===== config.mk =====
export PLATFORM = sky130hd
export DESIGN_NAME = seg_xlate
export DESIGN_NICKNAME = d
export VERILOG_FILES = /design/src/rtl/seg_xlate.sv
export SDC_FILE = /design/constraint.sdc
export NUM_CORES = 1
export LEC_CHECK = 0
export ABC_CLOCK_PERIOD_IN_PS = 14370
export BUFFER_PORTS_ARGS = -buffer_cell sky130_fd_sc_hd__buf_4
export CAP_MARGIN = 25
export CELL_PAD_IN_SITES_DETAIL_PLACEMENT = 0
export CELL_PAD_IN_SITES_GLOBAL_PLACEMENT = 1
export CORE_MARGIN = 1.5
export CORE_UTILIZATION = 55
export CTS_CLUSTER_DIAMETER = 100
export CTS_CLUSTER_SIZE = 10
export DETAILED_ROUTE_END_ITERATION = 12
export HOLD_SLACK_MARGIN = 0.06
export PLACE_DENSITY_LB_ADDON = 0.1
export SLEW_MARGIN = 20
export SYNTH_ARGS = -nofsm -noshare
export SYNTH_HDL_FRONTEND = slang
export SYNTH_SLANG_ARGS = --single-unit

===== constraint.sdc =====
create_clock -name clk -period 14.37 [get_ports clk]
set_input_delay 3.5925 -clock clk [delete_from_list [all_inputs] [get_ports clk]]
set_output_delay 3.5925 -clock clk [all_outputs]
set_load 0.03 [all_outputs]

===== src/rtl/seg_xlate.sv =====
module seg_xlate #(
  parameter int SEG_W = 3,
  parameter int OFF_W = 12,
  parameter int PA_W  = 16
) (
  input  logic              clk,
  input  logic              rst_n,
  input  logic              cfg_we,
  input  logic              cfg_sel,
  input  logic [SEG_W-1:0]  cfg_idx,
  input  logic [PA_W-1:0]   cfg_base,
  input  logic [OFF_W-1:0]  cfg_limit,
  input  logic              cfg_valid,
  input  logic [2:0]        cfg_perm,
  input  logic [SEG_W:0]    cfg_len,
  input  logic              req_valid,
  input  logic [SEG_W-1:0]  req_seg,
  input  logic [OFF_W-1:0]  req_off,
  input  logic [1:0]        req_acc,
  output logic              rsp_valid,
  output logic [PA_W-1:0]   rsp_paddr,
  output logic [2:0]        rsp_fault
);

  localparam int NSEG = 1 << SEG_W;

  localparam logic [2:0] F_NONE  = 3'd0;
  localparam logic [2:0] F_RANGE = 3'd1;
  localparam logic [2:0] F_INVAL = 3'd2;
  localparam logic [2:0] F_PERM  = 3'd3;
  localparam logic [2:0] F_LIMIT = 3'd4;

  logic [PA_W-1:0]  base_q  [NSEG];
  logic [OFF_W-1:0] limit_q [NSEG];
  logic [NSEG-1:0]  valid_q;
  logic [2:0]       perm_q  [NSEG];
  logic [SEG_W:0]   len_q;

  always_ff @(posedge clk) begin
    if (!rst_n) begin
      valid_q <= '0;
      len_q   <= '0;
      for (int i = 0; i < NSEG; i++) begin
        base_q[i]  <= '0;
        limit_q[i] <= '0;
        perm_q[i]  <= '0;
      end
    end else if (cfg_we) begin
      if (cfg_sel) begin
        len_q <= cfg_len;
      end else begin
        base_q[cfg_idx]  <= cfg_base;
        limit_q[cfg_idx] <= cfg_limit;
        valid_q[cfg_idx] <= cfg_valid;
        perm_q[cfg_idx]  <= cfg_perm;
      end
    end
  end

  wire [2:0] ent_perm = perm_q[req_seg];
  wire seg_ok   = {1'b0, req_seg} < len_q;
  wire perm_ok  = (req_acc != 2'd3) && ent_perm[req_acc];
  wire off_ok   = req_off < limit_q[req_seg];

  logic [2:0] fault_n;
  always_comb begin
    if (!seg_ok)                fault_n = F_RANGE;
    else if (!valid_q[req_seg]) fault_n = F_INVAL;
    else if (!perm_ok)          fault_n = F_PERM;
    else if (!off_ok)           fault_n = F_LIMIT;
    else                        fault_n = F_NONE;
  end

  wire [PA_W-1:0] sum_n = base_q[req_seg] + PA_W'(req_off);

  always_ff @(posedge clk) begin
    if (!rst_n) begin
      rsp_valid <= 1'b0;
      rsp_fault <= F_NONE;
      rsp_paddr <= '0;
    end else begin
      rsp_valid <= req_valid;
      rsp_fault <= req_valid ? fault_n : F_NONE;
      rsp_paddr <= (req_valid && fault_n == F_NONE) ? sum_n : '0;
    end
  end

  assert_resp_follows_req_R2: assert property (@(posedge clk) disable iff (!rst_n)
    req_valid |=> rsp_valid);

  assert_idle_quiet_R2: assert property (@(posedge clk) disable iff (!rst_n)
    !req_valid |=> (!rsp_valid && rsp_fault == 3'd0 && rsp_paddr == '0));

  assert_range_fault_R3: assert property (@(posedge clk) disable iff (!rst_n)
    (req_valid && ({1'b0, req_seg} >= len_q)) |=> (rsp_fault == 3'd1));

  assert_fault_zero_addr_R8: assert property (@(posedge clk) disable iff (!rst_n)
    (rsp_fault != 3'd0) |-> (rsp_paddr == '0));

  assert_fault_code_legal_R10: assert property (@(posedge clk) disable iff (!rst_n)
    rsp_fault <= 3'd4);

endmodule


==> impl_summary.txt <==
----------------------------------------------------
[Yosys]
  Cell with the most instances after synthesis ... sky130_fd_sc_hd__and2_1
  Yosys Warn Count ... 0
  Post-synthesis instance area ... around 0.013 mm^2
  Sequential area share after synthesis ... 62.37%
  Top cell type's share of synthesized area ... approximately 57%
  Biggest area contributors in the synthesized netlist ... sky130_fd_sc_hd__edfxtp_1 (57%), sky130_fd_sc_hd__and2_1 (12%), sky130_fd_sc_hd__mux4_2 (11%)
  Dominant cell type by area after synthesis ... sky130_fd_sc_hd__edfxtp_1
  Async set-reset flop share out of synthesis ... 0%
  Number of standard cells after synthesis ... slightly below 900
  Flops & latches, synth ... 280
  Average cell area after synthesis ... 14.67 um^2
  Number of enable flip-flop cells after synthesis ... between 200 and 250
  Cell variety after synth ... 47
  Number of nets in the synthesized netlist ... between 900 and 1000
  Predominant post-synthesis flop cell ... sky130_fd_sc_hd__edfxtp_1
  Post-synth top cells ... sky130_fd_sc_hd__and2_1 (251), sky130_fd_sc_hd__edfxtp_1 (248), sky130_fd_sc_hd__mux4_2 (63), sky130_fd_sc_hd__dfxtp_1 (32), sky130_fd_sc_hd__clkbuf_1 (29)

[Critical path]
  Data required time at the worst endpoint ... roughly 15 ns
  Number of cells on the worst reg-to-reg path ... 9
  Critical path start-end classification ... input pin to register
  Endpoint type of the worst setup path ... register
  Worst r2r src ... limit_q[7][6]
  Kind of launch point of the worst setup path ... input pin
  Max Fanout on Critical Path ... 48
  Register-to-register path setup slack ... 11.10 ns
  Worst reg2reg endpoint ... rsp_paddr[14]
  WP data arrival ... between 7 and 8 ns

[Global route]
  Largest net degree at the start of global routing ... 49
  Global route total overflow ... 0
  Wire length of the first global-routing pass ... 46910 um
  Overall Global Routing Usage ... a little over a quarter
  Number of antenna violations at the first check in global routing ... 0
  Number of global-route vias before repair ... 7914

[Placed design]
  Setup slack at placement ... between 6 and 7 ns
  Half-perimeter wire length of the detailed placement result ... roughly 18000 um
  Port buffer count ... 80
  Final GP Congestion ... 0.8930

[Power and ir drop]
  Static leakage ... roughly 5.4 nW
  PD cells ... between 100 and 150 mW/mm^2
  Peak ir drop on the vdd network ... ~0.00010 V

[STA]
  Count of final hold-check violations ... 0
  Unrepaired setup endpoints after global routing ... no
  Minimum clock period ... between 7 and 8 ns
  Post-route worst setup slack ... around 7 ns
  Final Max Tran Viols ... 0
  Setup violations, final ... 0
  Slew of the pin with the lowest slew margin ... 1.072 ns
  Setup TNS after final layout ... 0 ns
  Post-route worst hold slack ... 0.4655 ns
  Headroom to the max-slew limit ... between 20% and 30%
  Skew final ... ~0.022 ns
  Post-route clock period utilization ... approximately half
  F_max ... ~140 MHz

[Clock tree]
  Post-cts resize count ... 0
  CTS max path bufs ... 3
  Later-pin clock latency in the skew report ... roughly 0.56 ns
  TritonCTS buffer count ... 31
  TritonCTS clock tree ... built
  Sink count of the clock tree ... 280
  H-tree level count ... 1
  Worst-path clk slew ... 0.06 ns
  Number of post-CTS setup repair buffers ... 0
  Clock root buffer master ... sky130_fd_sc_hd__clkbuf_16
  Hold buffer count at cts ... 0

[Layout]
  Fraction of layout instances using a drive strength above 1 ... about 22%
  Area overhead of the layout relative to synthesis ... 14.94%
  Layout net count ... 1051
  Count of antenna diodes in the layout ... 0

[Detailed routing]
  Detailed-route vias per instance ... slightly below 6
  Antenna Nets Post-Route ... 0
  Average wire per cell in the routed design ... 23.89 um
  Via Count ... roughly 7600
  Number of DRC violations after detailed routing ... 0
  Number of DRC markers in iteration 0 ... ~700
  Wire length reported by the detailed router ... approximately 31000 um
  TritonRoute pass-1 iters ... 5

[Hold path]
  Worst Hold Endpoint ... len_q[2]
  Type of the worst min-delay path ... register to register
  Hold Path Origin ... len_q[2]
  Count of cells along the worst hold path ... 2

[Die]
  Starting Density ... a little under three fifths
  Floorplan row count ... 56
  Die outline width ... between 150 and 200 um
  Area of the die ... about 0.025 mm^2
  Count of pins on the block boundary ... 81
  Area of the core ... 0.02333 mm^2
  Chip Height ... ~160 um

[Job]
  # Max-Cap Violations ... 0

[Status]
  Result of the run ... complete, no violations

----------------------------------------------------
-- layer usage --
layer,wire (um),up-vias,track usage (%)
met3,2103,41,3.849
met1,13320,3835,37.42
met4,557,0,6.939
met5,0,-,0
met2,15270,301,43.56
li1,-,3432,-
-- worst max-delay path, cell delays in order --
cell and delay [ns]:
sky130_fd_sc_hd__buf_4 0.31, sky130_fd_sc_hd__buf_4 0.81, sky130_fd_sc_hd__mux4_2 0.59, sky130_fd_sc_hd__mux2i_1 0.15
sky130_fd_sc_hd__ha_1 0.27, sky130_fd_sc_hd__a21o_1 0.17, sky130_fd_sc_hd__a21o_1 0.18, sky130_fd_sc_hd__a221o_1 0.29
sky130_fd_sc_hd__a221o_1 0.31, sky130_fd_sc_hd__or4_4 0.65, sky130_fd_sc_hd__nor3_1 0.28
-- cell usage in the layout (no fill, tap or decap), drive strengths merged, types with 8 or more instances in the layout --
| cell | n |
|---|---|
| clkbuf | 57 |
| edfxtp | 248 |
| nor3 | 10 |
| nand2 | 24 |
| o21ai | 27 |
| dfxtp | 32 |
| ha | 25 |
| mux2 | 13 |
| mux2i | 18 |
| mux4 | 63 |
| inv | 19 |
| nand3 | 8 |
| buf | 93 |
| nor2 | 25 |
| and2 | 251 |
| a21oi | 14 |
-- power by group --
part           internal [mW]  switching, mW  total [mW]
combinational         0.0826          0.109       0.191
sequential             0.929         0.0119       0.941
clock                  0.404          0.298       0.702
-- sequential cells by signal, summed over array words and instances (netlist names) --
signal     cells
base_q       128
len_q          4
limit_q       96
perm_q        24
rsp_fault      3
rsp_paddr     16
rsp_valid      1
valid_q        8
-- cell families after synthesis --
group | count (synthesis) | share of synthesized area, %
simple gates | 338 | 15.33
buf+inv | 64 | 2.161
flops | 280 | 62.37
xor+xnor | 9 | 0.6079
mux | 94 | 13.46
fa+ha+maj | 26 | 2.567
compound gates | 73 | 3.503
-- worst max-delay path by stage --
stage	start	endpoint	cells past startpoint
floorplan	req_seg[0]	rsp_paddr[12]	14
detailed placement	req_seg[0]	rsp_paddr[14]	11
CTS	req_seg[0]	rsp_paddr[14]	11
global route	req_seg[0]	rsp_paddr[14]	11
finish	req_seg[0]	rsp_paddr[14]	11
global placement	req_seg[0]	rsp_paddr[14]	11
-- stage by stage --
step	utilization, %	total power [mW]	instance area [um^2]	cells
finish	63.88	1.834	14900	1308
global route	63.88	1.899	14900	1308
CTS	63.76	1.847	14880	1307
detailed placement	59.98	1.148	13990	1249
global placement	59.98	1.142	13990	1249
floorplan	-	1.075	12970	884
-- layout make-up --
type / instances / area, um^2
Sequential cell: 280 / 8088
Timing Repair Buffer: 93 / 718.2
Inverter: 18 / 67.56
Multi-Input combinational cell: 540 / 4750
Clock inverter: 1 / 8.758
Tap cell: 319 / 399.1
Clock buffer: 57 / 873.3
Fill cell: 1748 / 8428
Note: power is estimated with default switching activity, not from simulation.
